## config.mk

```make
export PLATFORM = sky130hd
export DESIGN_NAME = adc_timing_gen
export DESIGN_NICKNAME = d
export VERILOG_FILES = /design/src/rtl/adc_tgen_pkg.sv /design/src/rtl/adc_tgen_cfg.sv /design/src/rtl/adc_tgen_div.sv /design/src/rtl/adc_tgen_smp.sv /design/src/rtl/adc_timing_gen.sv
export SDC_FILE = /design/constraint.sdc
export NUM_CORES = 1
export LEC_CHECK = 0
export BUFFER_PORTS_ARGS = -buffer_cell sky130_fd_sc_hd__buf_2
export CAP_MARGIN = 0
export CORE_MARGIN = 1.5
export CORE_UTILIZATION = 47
export DETAILED_ROUTE_END_ITERATION = 8
export HOLD_SLACK_MARGIN = 0.08
export MAX_ROUTING_LAYER = met4
export PLACE_DENSITY = 0.76
export SYNTH_ARGS = -nofsm -noshare
export SYNTH_HDL_FRONTEND = slang
export SYNTH_SLANG_ARGS = --single-unit
```

## constraint.sdc

```tcl
create_clock -name clk -period 2.31 [get_ports clk]
set_input_delay 0.231 -clock clk [delete_from_list [all_inputs] [get_ports clk]]
set_output_delay 0.231 -clock clk [all_outputs]
set_load 0.005 [all_outputs]
```

## src/rtl/adc_tgen_pkg.sv

```systemverilog
package adc_tgen_pkg;

  typedef enum logic [1:0] {
    SRC_LEGACY = 2'd0,
    SRC_COMPAT = 2'd1,
    SRC_STD    = 2'd2,
    SRC_INJ    = 2'd3
  } tgen_src_e;

  // Legacy clock code to (period - 1); the code order is not monotonic.
  function automatic logic [3:0] leg_div_m1(input logic [1:0] code);
    case (code)
      2'd0:    return 4'd3;
      2'd1:    return 4'd1;
      2'd2:    return 4'd15;
      default: return 4'd7;
    endcase
  endfunction

  // Legacy sample code to (periods - 1): 8 << code, minus one.
  function automatic logic [6:0] leg_smp_m1(input logic [1:0] code);
    return (7'd8 << code) - 7'd1;
  endfunction

endpackage

```

## src/rtl/adc_tgen_cfg.sv

```systemverilog
module adc_tgen_cfg
  import adc_tgen_pkg::*;
#(
  parameter int CLK_W = 6,
  parameter int SMP_W = 6,
  localparam int CNT_W = SMP_W + 3
) (
  input  logic             clk,
  input  logic             rst,
  input  logic             load_i,
  input  logic             inj_i,
  input  logic             cmp_mode_i,
  input  logic             enh_mode_i,
  input  logic [1:0]       leg_clk_i,
  input  logic [1:0]       leg_smp_i,
  input  logic [CLK_W-1:0] cmp_clk_i,
  input  logic [SMP_W-1:0] cmp_smp_i,
  input  logic [CLK_W-1:0] std_clk_i,
  input  logic [SMP_W-1:0] std_smp_i,
  input  logic [CLK_W-1:0] inj_clk_i,
  input  logic [SMP_W-1:0] inj_smp_i,
  output logic [CLK_W-1:0] div_m1_o,
  output logic [CNT_W-1:0] smp_m1_o
);

  tgen_src_e        src;
  logic [CLK_W-1:0] sel_clk;
  logic [SMP_W-1:0] sel_smp;
  logic [CLK_W-1:0] div_nx;
  logic [CNT_W-1:0] smp_nx;

  // Compatibility mode takes priority over enhanced mode.
  always_comb begin
    if (cmp_mode_i)      src = SRC_COMPAT;
    else if (enh_mode_i) src = inj_i ? SRC_INJ : SRC_STD;
    else                 src = SRC_LEGACY;
  end

  always_comb begin
    case (src)
      SRC_COMPAT: begin sel_clk = cmp_clk_i; sel_smp = cmp_smp_i; end
      SRC_STD:    begin sel_clk = std_clk_i; sel_smp = std_smp_i; end
      SRC_INJ:    begin sel_clk = inj_clk_i; sel_smp = inj_smp_i; end
      default:    begin sel_clk = '0;        sel_smp = '0;        end
    endcase
  end

  // Improved: period = code + 1; window = 4 * (code + 2) = 4 * code + 8.
  always_comb begin
    if (src == SRC_LEGACY) begin
      div_nx = CLK_W'(leg_div_m1(leg_clk_i));
      smp_nx = CNT_W'(leg_smp_m1(leg_smp_i));
    end else begin
      div_nx = sel_clk;
      smp_nx = (CNT_W'(sel_smp) << 2) + CNT_W'(7);
    end
  end

  always_ff @(posedge clk) begin
    if (rst) begin
      div_m1_o <= '0;
      smp_m1_o <= '0;
    end else if (load_i) begin
      div_m1_o <= div_nx;
      smp_m1_o <= smp_nx;
    end
  end

  // every captured window length is 8 or more periods
  smp_floor_chk: assert property (@(posedge clk) disable iff (rst)
    $past(load_i) |-> (smp_m1_o >= CNT_W'(7)));

endmodule

```

## src/rtl/adc_tgen_div.sv

```systemverilog
module adc_tgen_div #(
  parameter int CLK_W = 6
) (
  input  logic             clk,
  input  logic             rst,
  input  logic             run_i,
  input  logic [CLK_W-1:0] div_m1_i,
  output logic             tick_o,
  output logic             bc_en_o
);

  logic [CLK_W-1:0] cnt;

  assign tick_o = run_i && (cnt == div_m1_i);

  always_ff @(posedge clk) begin
    if (rst || !run_i) begin
      cnt     <= '0;
      bc_en_o <= 1'b0;
    end else if (tick_o) begin
      cnt     <= '0;
      bc_en_o <= 1'b1;
    end else begin
      cnt     <= cnt + 1'b1;
      bc_en_o <= 1'b0;
    end
  end

  // no enable pulse unless a conversion was running
  bc_idle_chk: assert property (@(posedge clk) disable iff (rst)
    bc_en_o |-> $past(run_i));

  // pulses stay isolated when the period is above one cycle
  bc_single_chk: assert property (@(posedge clk) disable iff (rst)
    (bc_en_o && run_i && div_m1_i != '0) |=> !bc_en_o);

endmodule

```

## src/rtl/adc_tgen_smp.sv

```systemverilog
module adc_tgen_smp #(
  parameter int CNT_W = 9
) (
  input  logic             clk,
  input  logic             rst,
  input  logic             run_i,
  input  logic             tick_i,
  input  logic [CNT_W-1:0] smp_m1_i,
  output logic             end_o,
  output logic             sampling_o,
  output logic             done_o
);

  logic [CNT_W-1:0] scnt;

  assign end_o = tick_i && sampling_o && (scnt == smp_m1_i);

  always_ff @(posedge clk) begin
    if (rst) begin
      scnt       <= '0;
      sampling_o <= 1'b0;
      done_o     <= 1'b0;
    end else begin
      done_o <= 1'b0;
      if (!run_i) begin
        scnt       <= '0;
        sampling_o <= 1'b0;
      end else if (tick_i) begin
        if (!sampling_o) begin
          sampling_o <= 1'b1;
          scnt       <= '0;
        end else if (end_o) begin
          sampling_o <= 1'b0;
          done_o     <= 1'b1;
        end else begin
          scnt <= scnt + 1'b1;
        end
      end
    end
  end


  done_pulse_chk: assert property (@(posedge clk) disable iff (rst)
    done_o |=> !done_o);


  done_after_window_chk: assert property (@(posedge clk) disable iff (rst)
    done_o |-> ($past(sampling_o) && !sampling_o));


  window_opens_on_tick_chk: assert property (@(posedge clk) disable iff (rst)
    $rose(sampling_o) |-> $past(tick_i));

endmodule

```

## src/rtl/adc_timing_gen.sv

```systemverilog
module adc_timing_gen #(
  parameter int CLK_W = 6,
  parameter int SMP_W = 6,
  localparam int CNT_W = SMP_W + 3
) (
  input  logic             clk,
  input  logic             rst,
  input  logic             start_i,
  input  logic             inj_i,
  input  logic             cmp_mode_i,
  input  logic             enh_mode_i,
  input  logic [1:0]       leg_clk_i,
  input  logic [1:0]       leg_smp_i,
  input  logic [CLK_W-1:0] cmp_clk_i,
  input  logic [SMP_W-1:0] cmp_smp_i,
  input  logic [CLK_W-1:0] std_clk_i,
  input  logic [SMP_W-1:0] std_smp_i,
  input  logic [CLK_W-1:0] inj_clk_i,
  input  logic [SMP_W-1:0] inj_smp_i,
  output logic             bc_en_o,
  output logic             sampling_o,
  output logic             smp_done_o
);

  logic             busy;
  logic             start_acc;
  logic             tick;
  logic             win_end;
  logic [CLK_W-1:0] div_m1;
  logic [CNT_W-1:0] smp_m1;

  assign start_acc = start_i && !busy;

  always_ff @(posedge clk) begin
    if (rst)            busy <= 1'b0;
    else if (start_acc) busy <= 1'b1;
    else if (win_end)   busy <= 1'b0;
  end

  adc_tgen_cfg #(.CLK_W(CLK_W), .SMP_W(SMP_W)) u_cfg (
    .clk        (clk),
    .rst        (rst),
    .load_i     (start_acc),
    .inj_i      (inj_i),
    .cmp_mode_i (cmp_mode_i),
    .enh_mode_i (enh_mode_i),
    .leg_clk_i  (leg_clk_i),
    .leg_smp_i  (leg_smp_i),
    .cmp_clk_i  (cmp_clk_i),
    .cmp_smp_i  (cmp_smp_i),
    .std_clk_i  (std_clk_i),
    .std_smp_i  (std_smp_i),
    .inj_clk_i  (inj_clk_i),
    .inj_smp_i  (inj_smp_i),
    .div_m1_o   (div_m1),
    .smp_m1_o   (smp_m1)
  );

  adc_tgen_div #(.CLK_W(CLK_W)) u_div (
    .clk      (clk),
    .rst      (rst),
    .run_i    (busy),
    .div_m1_i (div_m1),
    .tick_o   (tick),
    .bc_en_o  (bc_en_o)
  );

  adc_tgen_smp #(.CNT_W(CNT_W)) u_smp (
    .clk        (clk),
    .rst        (rst),
    .run_i      (busy),
    .tick_i     (tick),
    .smp_m1_i   (smp_m1),
    .end_o      (win_end),
    .sampling_o (sampling_o),
    .done_o     (smp_done_o)
  );


  cfg_hold_chk: assert property (@(posedge clk) disable iff (rst)
    busy |=> ($stable(div_m1) && $stable(smp_m1)));


  restart_block_chk: assert property (@(posedge clk) disable iff (rst)
    (sampling_o && start_i) |=> !$rose(busy));


  window_in_conv_chk: assert property (@(posedge clk) disable iff (rst)
    sampling_o |-> busy);


  window_first_pulse_chk: assert property (@(posedge clk) disable iff (rst)
    $rose(sampling_o) |-> bc_en_o);

endmodule

```

* After elaboration in Yosys (flattened, before gate mapping)
Index checks and enable logic that the tools add are counted.
Cells by class: add/subtract/negate cells 4, equal/unequal tests 8, shifts and indexed selects 1, mux-type cells 16, bitwise logic cells 3, reductions and logical operators 13
Operators with widths (count):
- 6-bit case mux with 3 select lines | 2
- 9-bit two-way mux | 3
- 4-bit case mux with 3 select lines | 1
- 8-bit by 3-bit adder with 9-bit output, second input constant | 1
- 9-bit by 1-bit adder with 9-bit output, second input constant | 1
- 9-bit == test | 1
- 1-bit two-way mux | 7
- 4-bit by 2-bit left shift with 7-bit output, first input constant | 1
- 7-bit by 1-bit subtractor with 7-bit output, second input constant | 1
- 6-bit by 1-bit adder with 6-bit output, second input constant | 1
- 2-bit == test, second input constant | 3
- 6-bit == test | 1
- 6-bit two-way mux | 1
- 2-bit by 1-bit == test with 1-bit output, second input constant | 2
- 1-bit logical AND | 4
- 2-bit zero test | 2
- 2-bit two-way mux | 2
- 2-bit OR reduction | 2
- 4-bit OR reduction | 1
- 1-bit NOT | 3
- 2-bit inequality test, second input constant | 1
- 2-bit AND reduction | 1
- 2-bit nonzero test | 1
- 1-bit zero test | 1
- 1-bit logical OR | 1
Storage, ports and cells: register bits after elaboration 34, input port bits 46, output and inout bits 3, word-level logic and storage cells 53

* Logic depth before layout (Yosys ltp)
Gate-level depths: netlist of run 1.
depth in word-level cells 7, mapped depth 9, mapped depth without buffers 7

* Cells and area by module
A second synthesis of run 1 with hierarchy kept.
Unflattened totals: cell total of the unflattened synthesis 247, area total of the unflattened synthesis 2164.6 um^2
By module, submodules not included:
- adc_tgen_cfg | instances 1, cells an instance 115, area each 929.6 um^2
- adc_tgen_smp | instances 1, cells an instance 92, area each 814.5 um^2
- adc_tgen_div | instances 1, cells an instance 36, area each 380.4 um^2
- adc_timing_gen | instances 1, cells an instance 4, area each 40.0 um^2

* Least setup slack after synthesis of run 1
OpenSTA, ideal clock, no wires.
kind input -> register, start input cmp_mode_i, end register u_cfg.smp_m1_o[7], setup time 127 ps, data arrival time 1523 ps, setup slack 660 ps, stages on the path 7, buffers on the path 2, path through buf_2 > nand2b_4 > buf_6 > o21ai_1 > nand3_1 > mux2i_1 > or3_1
Between the ends: word-level cells in the longest chain between the ends 5, elaborated cells between the ends (all ways) 8
RTL lines:
- start: declaration | line adc_timing_gen.sv:10 | input logic cmp_mode_i,
- 2-bit two-way mux * | line adc_tgen_cfg.sv:34 | if (cmp_mode_i) src = SRC_COMPAT;
- 2-bit == test or 2-bit by 1-bit == test with 1-bit output (tied branches) | line adc_tgen_cfg.sv:40 | case (src)
- 6-bit case mux with 3 select lines | line adc_tgen_cfg.sv:40
- 8-bit by 3-bit adder with 9-bit output | line adc_tgen_cfg.sv:55 | smp_nx = (CNT_W'(sel_smp) << 2) + CNT_W'(7);
- 9-bit two-way mux * | line adc_tgen_cfg.sv:50 | if (src == SRC_LEGACY) begin
- end signal: assignment | line adc_tgen_cfg.sv:65 | smp_m1_o <= smp_nx;
- end: declaration | line adc_tgen_cfg.sv:23 | output logic [CNT_W-1:0] smp_m1_o
Mark *: on every way between the ends. The rest lies on a longest branch, timed or not. A chain may end at the register's enable or synchronous reset.

* Worst setup path in the final report of run 1
start register u_div.cnt[3], end register u_smp.scnt[2]
Between the ends: word-level cells in the longest chain between the ends 6
RTL lines:
- start: declaration | line adc_tgen_div.sv:12 | logic [CLK_W-1:0] cnt;
- start signal: assignment | line adc_tgen_div.sv:24 | cnt <= cnt + 1'b1;
- 6-bit == test * | line adc_tgen_div.sv:14 | assign tick_o = run_i && (cnt == div_m1_i);
- 1-bit logical AND * | line adc_tgen_div.sv:14
- 1-bit logical AND (2 in series) | line adc_tgen_smp.sv:16 | assign end_o = tick_i && sampling_o && (scnt == smp_m1_i);
- 2-bit inequality test (no line)
- 2-bit AND reduction (no line) *
- end signal: assignment | line adc_tgen_smp.sv:36 | scnt <= scnt + 1'b1;
- end: declaration | line adc_tgen_smp.sv:14 | logic [CNT_W-1:0] scnt;
Marks and branches as above.

==> results_dict.tcl, run 1 <==
set metrics [dict create \
    status "finished clean" \
    floorplan.die_area_sq_um 4490 \
    dieHeight_um 67.0 \
    finish.net_count 330 \
    power.ir.vdd_worst_v 0.000257 \
    worst_setup_path_start_kind "flip-flop" \
    finish.utilization_pct 57.8 \
    final_hold_viol_count 0 \
    hold_class "input port to flip-flop" \
    antenna_found_initial 0 \
    placed_area_sq_um 2180 \
    power.density_cell_area_nw_per_um2 601 \
    fp-row-count 23 \
    netSwitchingFraction_pct 24.6 \
    critPathMaxFanout 15 \
    grt_pass1_wl_um 7020 \
    ys_types 42 \
    synth_top_area_share_pct 34.3 \
    seqPwrFrac_pct 44.2 \
    worst_clock_skew_ps 5.91 \
    totalWireLength_um 4230 \
    critical_path.startpoint "u_div.cnt[3]$_SDFF_PP0_" \
    clock-sinks 33 \
    timing.final.setup_violations 0 \
    fin_cells 332 \
    crit_path_max_incr_delay_ps 540 \
    antenna_violating_nets_post_route 0 \
    via_per_inst 5.44 \
    num_io_pins 49 \
    hold_buffers 0 \
    cp.buffers_inverters 0 \
    multiplexer_area_fraction_after_synthesis_pct 7.41 \
    detail_route.iter0.violations 125 \
    filler_cell_count 368 \
    synth_largest_area_cell "dfxtp_1" \
    seq_area_frac_synth_pct 34.3 \
    port_buf_inserts 48 \
    synth_nets 286 \
    worst-r2r-setup-slack_ps 420 \
    cpMaxStageDelayCell "or4_1" \
    fp.dieW_um 67.0 \
    place.detailed.hpwl_um 3240 \
    antenna_diode_instance_count 0 \
    floorplan.initialDensity_pct 48.5 \
    post-route-min-period_ps 1890 \
    post_synth_fa_ha_maj_area_fraction_pct 1.95 \
    core_box_area_sq_um 3970 \
    worst-slew-pin-transition_ps 546 \
    global_route.usage.total_pct 21.2 \
    max_cap_violations 0 \
    combinational_fraction_of_design_power_pct 15.4 \
    drt-wirelength-per-cell_um 12.8 \
    rsz_0062_raised_after_global_routing "false" \
    clk_root_buffer_cell "clkbuf_8" \
    cts.repair_timing.setup_buffer_count 0 \
    ys_top_cells_by_area "dfxtp_1, mux2i_1, nor2_1" \
    crit_path_arrival_time_ps 2110 \
    ctsResizeCount 0 \
    post-route-period-util_pct 81.8 \
    detail_route.first_pass.iterations 4 \
    synth-compound-area-share_pct 15.3 \
    netlist_area_sq_um 1920 \
    finished_layout_cell_area_sq_um 2290 \
    via_count 1807 \
    critical_path.endpoint_type "flip-flop" \
    dominant_combinational_cell_family_by_area_after_synthesis "simple AND/OR/NAND/NOR gates" \
    xor_xnor_share_of_the_synthesized_area_pct 8.65 \
    synth-simple-area-share_pct 28.0 \
    p_sw_mw 0.339 \
    post_route_cells_drive_above_1_share_pct 22.7 \
    grt_start_max_net_pins 19 \
    hold-worst-slack_ps 240 \
    worst_hold_launch "start_i" \
    path_delay_family "simple AND/OR/NAND/NOR gates" \
    synthesis.yosys.warnings 0 \
    areaGrowthSynthToFinish_pct 19.2 \
    cellInternalPower_mw 1.04 \
    place.gp.congestion 0.889 \
    clockBufferDepth 2 \
    slew_headroom_pct 63.2 \
    grt_remaining_overflow 0 \
    fmax_mhz 529 \
    synthCells 237 \
    ordered_cell_list_for_the_critical_path "xor2_1, nor4_4, nand2_2, or4_1, a21oi_1" \
    cts_made_buffers 5 \
    cp_class "flip-flop to flip-flop" \
    worst-endpoint-required_ps 2530 \
    place.detailed.instances 324 \
    synth.avg_cell_area_sq_um 8.12 \
    cts.reportedPaths.clkPinSlew_ps 60 \
    detail_route.drc_violations 0 \
    htree_levels 2 \
    pwr-share-clk_pct 40.4 \
    postSynthRegisterBits 33 \
    first_global_vias 1576 \
    setup-tns-final_ps 0 \
    maxSlewViolCount 0 \
    p_leak_nw 0.960 \
    cts_tree "built" \
    regToRegStartpoint "u_div.cnt[3]$_SDFF_PP0_" \
    clkLatencyLatePin_ps 290 \
]
-- synthesized netlist by cell type --
cell type  number
mux2i_1        12
and3_1          4
a221oi_1        1
xor2_1         10
nand4_1         6
inv_1           3
nor3b_1         5
buf_1           1
o31ai_1         3
buf_6           2
nand2_1        20
xnor2_1         9
nand3_1        11
nand4b_1        1
nand3b_1        1
a211oi_1        4
or4_1           5
o41ai_1         1
a311oi_1        1
and2_1          1
ha_1            3
nor4_4          1
dfxtp_1        33
nor2b_1         4
a21oi_1        17
o21ai_0        11
o21ai_1         3
clkbuf_1        8
nand2b_1        4
a2bb2oi_1       1
buf_2           3
nand2b_4        1
o221ai_1        1
a31oi_1         2
a31o_2          1
nor3_1          9
mux2_2          2
nor4_1          1
o211ai_1        3
or3_1           2
nand2_2         1
nor2_1         25
-- layout make-up --
class,instances,area [sq um],area share [%]
sequential,33,661,28.8
multi-input combinational,187,1180,51.5
clock inverter,1,30.0,1.31
clock buffer,7,86.3,3.76
inverter,3,11.3,0.491
tap,50,62.6,2.73
timing repair buffer,51,263,11.5
-- worst paths after layout --
kind | end | cells past startpoint
worst max-delay path | u_smp.scnt[2]$_SDFFE_PP0P_ | 5
worst min-delay path | busy$_SDFFE_PP0P_ | 3
worst max register to register | u_smp.scnt[2]$_SDFFE_PP0P_ | 5
worst min register to register | u_cfg.smp_m1_o[8]$_SDFFE_PP0P_ | 2
-- logic make-up (layout without fill, tap and decap cells) --
| kind of cell | Yosys count | after routing |
|---|---|---|
| adders and majority gates | 3 | 3 |
| and+or+nand+nor | 102 | 102 |
| buffers and inverters | 17 | 62 |
| muxes | 14 | 14 |
| DFF | 33 | 33 |
| xor gates and xnor gates | 19 | 19 |
| AOI/OAI and AO/OA | 49 | 49 |
-- worst min-delay path: cells and delay by family --
kind / cells / cell delay [ps]
buffers and inverters: 1 / 120
AND/OR/NAND/NOR: 2 / 130
-- per-layer routing --
layer	GRT usage, %	vias to the layer above	part of all wire [%]	wire length, um
li1	-	946	-	-
met1	27.3	794	47	2010
met2	31.9	58	46	1930
met3	3.72	9	4.7	201
met4	10.7	0	2.2	93
met5	-	-	0	0
-- sequential cells by signal, indices dropped and copies added, names as in the netlist --
signal            flops
u_cfg.div_m1_o        6
busy                  1
u_smp.done_o          1
u_div.cnt             6
u_div.bc_en_o         1
u_cfg.smp_m1_o        8
u_smp.scnt            9
u_smp.sampling_o      1
-- placed cells by master, fill, tap and decap left out, types with 4 or more instances in the layout --
cell      count
mux2i_1      12
a211oi_1      4
nor3b_1       5
a21oi_1      17
buf_2        48
and3_1        4
o21ai_0      11
nand2b_1      4
or4_1         5
nand3_1      11
nor3_1        9
nor2_1       25
xor2_1       10
clkbuf_8      6
nor2b_1       4
dfxtp_1      33
nand2_1      20
nand4_1       6
xnor2_1       9
-- power groups by stage --
stage                     registers [mW]  logic, mW  clock network (mW)
after floorplan                    0.615      0.152                   0
after global placement             0.620      0.209                   0
after detailed placement           0.622      0.212                   0
after CTS                          0.609      0.214               0.567
after global routing               0.611      0.241               0.596
final                              0.610      0.213               0.558
-- stage by stage --
stage                     setup WS (ps)  power, mW
after floorplan                     660      0.768
after global routing                261       1.45
after CTS                           433       1.39
final                               420       1.38
after detailed placement            453      0.834
after global placement              493      0.829
(Power assumes the default switching activity.)
==> run 2: changes to the inputs <==
==> constraint.sdc (replaced) <==
create_clock -name clk -period 1.77 [get_ports clk]
set_input_delay 0.177 -clock clk [delete_from_list [all_inputs] [get_ports clk]]
set_output_delay 0.177 -clock clk [all_outputs]
set_load 0.005 [all_outputs]
==> results_dict.tcl, run 2 (synthesis results as in run 1) <==
set metrics [dict create \
    clk_root_buffer_cell "clkbuf_8" \
    worst-endpoint-required_ps 1990 \
    worst_clock_skew_ps 5.27 \
    cts_made_buffers 5 \
    post_route_cells_drive_above_1_share_pct 31.6 \
    filler_cell_count 355 \
    cts_tree "built" \
    fin_total_pwr_mw 1.67 \
    preCtsSetupSlack_ps 16.6 \
    detail_route.first_pass.iterations 4 \
    grt_pass1_wl_um 7330 \
    drt-wirelength-per-cell_um 13.5 \
    place.gp.congestion 0.918 \
    timing.final.setup_violations 0 \
    totalWireLength_um 4730 \
    slew_headroom_pct 64.2 \
    setup-tns-final_ps 0 \
    p_leak_nw 1.05 \
    maxSlewViolCount 0 \
    multiInputGateArea_sq_um 1230 \
    seqPwrFrac_pct 47.5 \
    num_io_pins 49 \
    grt_remaining_overflow 0 \
    worst_setup_path_start_kind "flip-flop" \
    clock-sinks 33 \
    met2_track_usage_gr_pct 36.0 \
    detail_route.iter0.violations 208 \
    place.detailed.hpwl_um 3480 \
    max_cap_violations 0 \
    antenna_diode_instance_count 0 \
    minimum_setup_slack_in_the_final_design_ps 48.4 \
    core_box_area_sq_um 3970 \
    crit_path_arrival_time_ps 1940 \
    power.density_cell_area_nw_per_um2 680 \
    final-seq-area_sq_um 666 \
    via_per_inst 5.47 \
    cts.reportedPaths.clkPinSlew_ps 70 \
    floorplan.initialDensity_pct 48.5 \
    cellInternalPower_mw 1.20 \
    htree_levels 2 \
    final_hold_viol_count 0 \
    p_sw_mw 0.464 \
    netSwitchingFraction_pct 27.8 \
    met3_usage_pct 4.56 \
    combinational_fraction_of_design_power_pct 19.9 \
    hold_class "input port to flip-flop" \
    critPathMaxFanout 5 \
    power.ir.vdd_worst_v 0.000298 \
    port_buf_inserts 48 \
    fmax_mhz 581 \
    clkLatencyLatePin_ps 290 \
    grt_start_max_net_pins 17 \
    fp-row-count 23 \
    rsz_0062_raised_after_global_routing "true" \
    pwr-share-clk_pct 32.6 \
    layout_commonest_cell "buf_2" \
    floorplan.die_area_sq_um 4490 \
    antenna_found_initial 0 \
    finish.net_count 349 \
    clockBufferDepth 2 \
    global_route.usage.total_pct 22.2 \
    worst-slew-pin-transition_ps 531 \
    hold_buffers 0 \
    via_count 1921 \
    registers.top_by_ff_count "u_smp.scnt" \
    fp.dieW_um 67.0 \
    worst-r2r-setup-slack_ps 50 \
    first_global_vias 1626 \
    critical_path.endpoint_type "flip-flop" \
    grt_use_met1_pct 27.5 \
    post-route-period-util_pct 97.3 \
    top_usage_layer "met2" \
    detail_route.drc_violations 0 \
    antenna_violating_nets_post_route 0 \
    layout_top_registers "u_smp.scnt: 9 flops, u_cfg.smp_m1_o: 8 flops" \
    cp_class "flip-flop to flip-flop" \
    mostFrequentLayoutCells "buf_2, dfxtp_1, nor2_1" \
    status "finished clean" \
    post-route-min-period_ps 1720 \
    areaGrowthSynthToFinish_pct 27.6 \
    dieHeight_um 67.0 \
    largest_register_ffs 9 \
]
[run 2: changes by cell type in the layout (fill, tap and decap cells not counted), moves of 2 or more]
cell,change
a21oi_1,-2
or4_1,-3
buf_4,+17
or4_4,+3
dfxtp_2,+4
xor2_1,-2
dfxtp_1,-4
xor2_2,+2
clkinv_2,+2
a21oi_2,+2
[run 2: power groups by stage]
stage	combinational, mW	clock (mW)	sequential, mW
after global placement	0.302	0	0.807
after CTS	0.311	0.550	0.791
final	0.332	0.544	0.793
after detailed placement	0.309	0	0.808
after floorplan	0.199	0	0.803
after global routing	0.369	0.575	0.796
[run 2: area by class of cell]
cell class / instances / area share, %
clock inverters: 2 / 0.408
clock buffers: 6 / 2.96
repair buffers: 69 / 16.4
well taps: 50 / 2.55
inverters: 3 / 0.459
flip-flops and latches: 33 / 27.1
multi-input cells: 188 / 50.2
[run 2: critical path, stage by stage (launching register included)]
cell	delay, ps
dfxtp_2	340
xor2_2	190
nor4_4	320
nand2_2	150
or4_1	520
a21oi_1	140
[run 2: routing by layer]
layer / vias to the layer above / wire, um
met1: 851 / 2100
met4: 0 / 89
met2: 82 / 2240
met5: - / 0
li1: 979 / -
met3: 9 / 291
[run 2: path summary, 6_finish.rpt]
check / from / end / cells after the start
setup / recovery: u_cfg.div_m1_o[4]$_SDFFE_PP0P_ / u_smp.scnt[5]$_SDFFE_PP0P_ / 5
hold / removal: rst / u_cfg.div_m1_o[0]$_SDFFE_PP0P_ / 2
setup reg to reg: u_cfg.div_m1_o[4]$_SDFFE_PP0P_ / u_smp.scnt[5]$_SDFFE_PP0P_ / 5
hold reg to reg: u_cfg.smp_m1_o[6]$_SDFFE_PP0P_ / u_cfg.smp_m1_o[6]$_SDFFE_PP0P_ / 2
[run 2: through the flow]
stage | instances | hold WS (ps) | cell area (sq um) | util (%)
6_report | 351 | 154 | 2450 | 61.8
4_1_cts | 347 | 144 | 2380 | 59.9
3_5_place_dp | 339 | 447 | 2290 | 57.7
2_1_floorplan | 237 | 339 | 1920 | -
3_3_place_gp | 339 | 449 | 2290 | 57.7
5_1_grt | 351 | 161 | 2450 | 61.8
[run 2: timing repair]
action | CTS | global route
cloned | 0 | 1
setup buffers | 0 | 3
setup endpoints to repair | 2 | 11
pin swaps | 0 | 5
gates resized for setup | 1 | 13
==> run 3: changes to the inputs <==
--- a/config.mk
+++ b/config.mk
@@ -13,6 +13,7 @@
 export HOLD_SLACK_MARGIN = 0.08
 export MAX_ROUTING_LAYER = met4
 export PLACE_DENSITY = 0.76
+export REMOVE_ABC_BUFFERS = 1
 export SYNTH_ARGS = -nofsm -noshare
 export SYNTH_HDL_FRONTEND = slang
 export SYNTH_SLANG_ARGS = --single-unit
==> constraint.sdc (replaced) <==
create_clock -name clk -period 1.77 [get_ports clk]
set_input_delay 0.177 -clock clk [delete_from_list [all_inputs] [get_ports clk]]
set_output_delay 0.177 -clock clk [all_outputs]
set_load 0.01 [all_outputs]
==> results_dict.tcl, run 3 (synthesis results as in run 1) <==
set metrics [dict create \
    core_box_area_sq_um 3970 \
    clk_root_buffer_cell "clkbuf_8" \
    cts.repair_timing.setup_buffer_count 0 \
    global_route.usage.total_pct 22.3 \
    drt-wirelength-per-cell_um 13.3 \
    finish.net_count 344 \
    largest_register_ffs 9 \
    setup-tns-final_ps 0 \
    via_count 1884 \
    cp_class "flip-flop to flip-flop" \
    via_per_inst 5.48 \
    fp.dieW_um 67.0 \
    critical_path.endpoint_type "flip-flop" \
    fmax_mhz 571 \
    clockBufferDepth 2 \
    final_hold_viol_count 0 \
    status "finished clean" \
    post_route_cells_drive_above_1_share_pct 27.9 \
    mostFrequentLayoutCells "buf_2, dfxtp_1, nor2_1" \
    maxSlewViolCount 0 \
    timing.final.setup_violations 0 \
    slew_headroom_pct 66.0 \
    cts.reportedPaths.clkPinSlew_ps 60 \
    layout_top_registers "u_smp.scnt: 9 flops, u_cfg.smp_m1_o: 8 flops" \
    htree_levels 2 \
    clock-sinks 33 \
    antenna_diode_instance_count 0 \
    max_cap_violations 0 \
    areaGrowthSynthToFinish_pct 24.2 \
    grt_remaining_overflow 0 \
    power.ir.vdd_worst_v 0.000341 \
    worst-endpoint-required_ps 1990 \
    worst_setup_path_start_kind "flip-flop" \
    worst-r2r-setup-slack_ps 20 \
    floorplan.initialDensity_pct 48.5 \
    registers.top_by_ff_count "u_smp.scnt" \
    first_global_vias 1639 \
    finished_layout_cell_area_sq_um 2390 \
    place.detailed.instances 338 \
    hold_class "input port to flip-flop" \
    post-route-period-util_pct 99.0 \
    port_buf_inserts 48 \
    cts_tree "built" \
    rsz_0062_raised_after_global_routing "true" \
    detail_route.first_pass.iterations 4 \
    worst_clock_skew_ps 3.68 \
    post-route-min-period_ps 1750 \
    dieHeight_um 67.0 \
    placed_area_sq_um 2280 \
    p_leak_nw 1.02 \
    layout_commonest_cell "buf_2" \
    cts_made_buffers 5 \
    power.density_cell_area_nw_per_um2 678 \
    antenna_violating_nets_post_route 0 \
    grt_pass1_wl_um 7330 \
    fin_cells 344 \
    antenna_found_initial 0 \
    grt_start_max_net_pins 17 \
    place.gp.congestion 0.931 \
    clkLatencyLatePin_ps 280 \
    fp-row-count 23 \
    detail_route.iter0.violations 151 \
    totalWireLength_um 4580 \
    critPathMaxFanout 6 \
    detail_route.drc_violations 0 \
    floorplan.die_area_sq_um 4490 \
    place.detailed.hpwl_um 3530 \
    num_io_pins 49 \
    crit_path_arrival_time_ps 1970 \
    worst-slew-pin-transition_ps 505 \
]
## run 3: through the flow
step / utilization [%] / setup WS (ps) / hold WS (ps) / total power [mW]
detailed placement: 57.5 / -8.19 / 461 / 1.12
global route: 60.2 / -58.8 / 192 / 1.71
global placement: 57.5 / 72.3 / 452 / 1.11
floorplan: - / -135 / 246 / 0.976
CTS: 59.5 / 4.58 / 174 / 1.63
finish: 60.2 / 17.5 / 181 / 1.62
## run 3: metal layers
metal,up-vias,part of all wire [%],global-route usage (%)
met4,0,1.6,7.14
met2,67,47,34.4
met3,7,5.5,5.07
li1,969,-,-
met1,841,45,28.9
met5,-,0,-
## run 3: layout make-up
cell class              instances  area [sq um]
multi-input cells             187          1210
inverters                       3          11.3
well taps                      50          62.6
repair buffers                 65           368
clock inverters                 1          5.00
fillers                       367          1580
clock buffers                   5          68.8
flip-flops and latches         33           662
## run 3: path summary, 6_finish.rpt
check                            startpoint  depth (start not counted)                        endpoint
max          u_cfg.div_m1_o[3]$_SDFFE_PP0P_                          5      u_smp.scnt[7]$_SDFFE_PP0P_
min reg2reg         u_div.cnt[0]$_SDFF_PP0_                          1         u_div.cnt[0]$_SDFF_PP0_
min                                     rst                          2  u_cfg.div_m1_o[5]$_SDFFE_PP0P_
max reg2reg  u_cfg.div_m1_o[3]$_SDFFE_PP0P_                          5      u_smp.scnt[7]$_SDFFE_PP0P_
## run 3: repair_timing
item / 4_1_cts / 5_1_grt
pin swaps: 0 / 2
gates cloned: 0 / 0
resized for setup: 1 / 5
hold buffers: 0 / 0
endpoints found under the setup margin: 5 / 10
## run 3: where the power goes
part / switching [mW] / total (mW) / internal, mW
Clock: 0.255 / 0.513 / 0.258
Combinational: 0.163 / 0.313 / 0.150
Sequential: 0.0233 / 0.794 / 0.771
Total: 0.442 / 1.62 / 1.18
## run 3: critical path, cell delays in order (launching register included)
cell and delay [ps]:
dfxtp_1 330, xor2_1 190, nor4_4 320, nand2_2 130
or4_1 550, a21oi_2 160
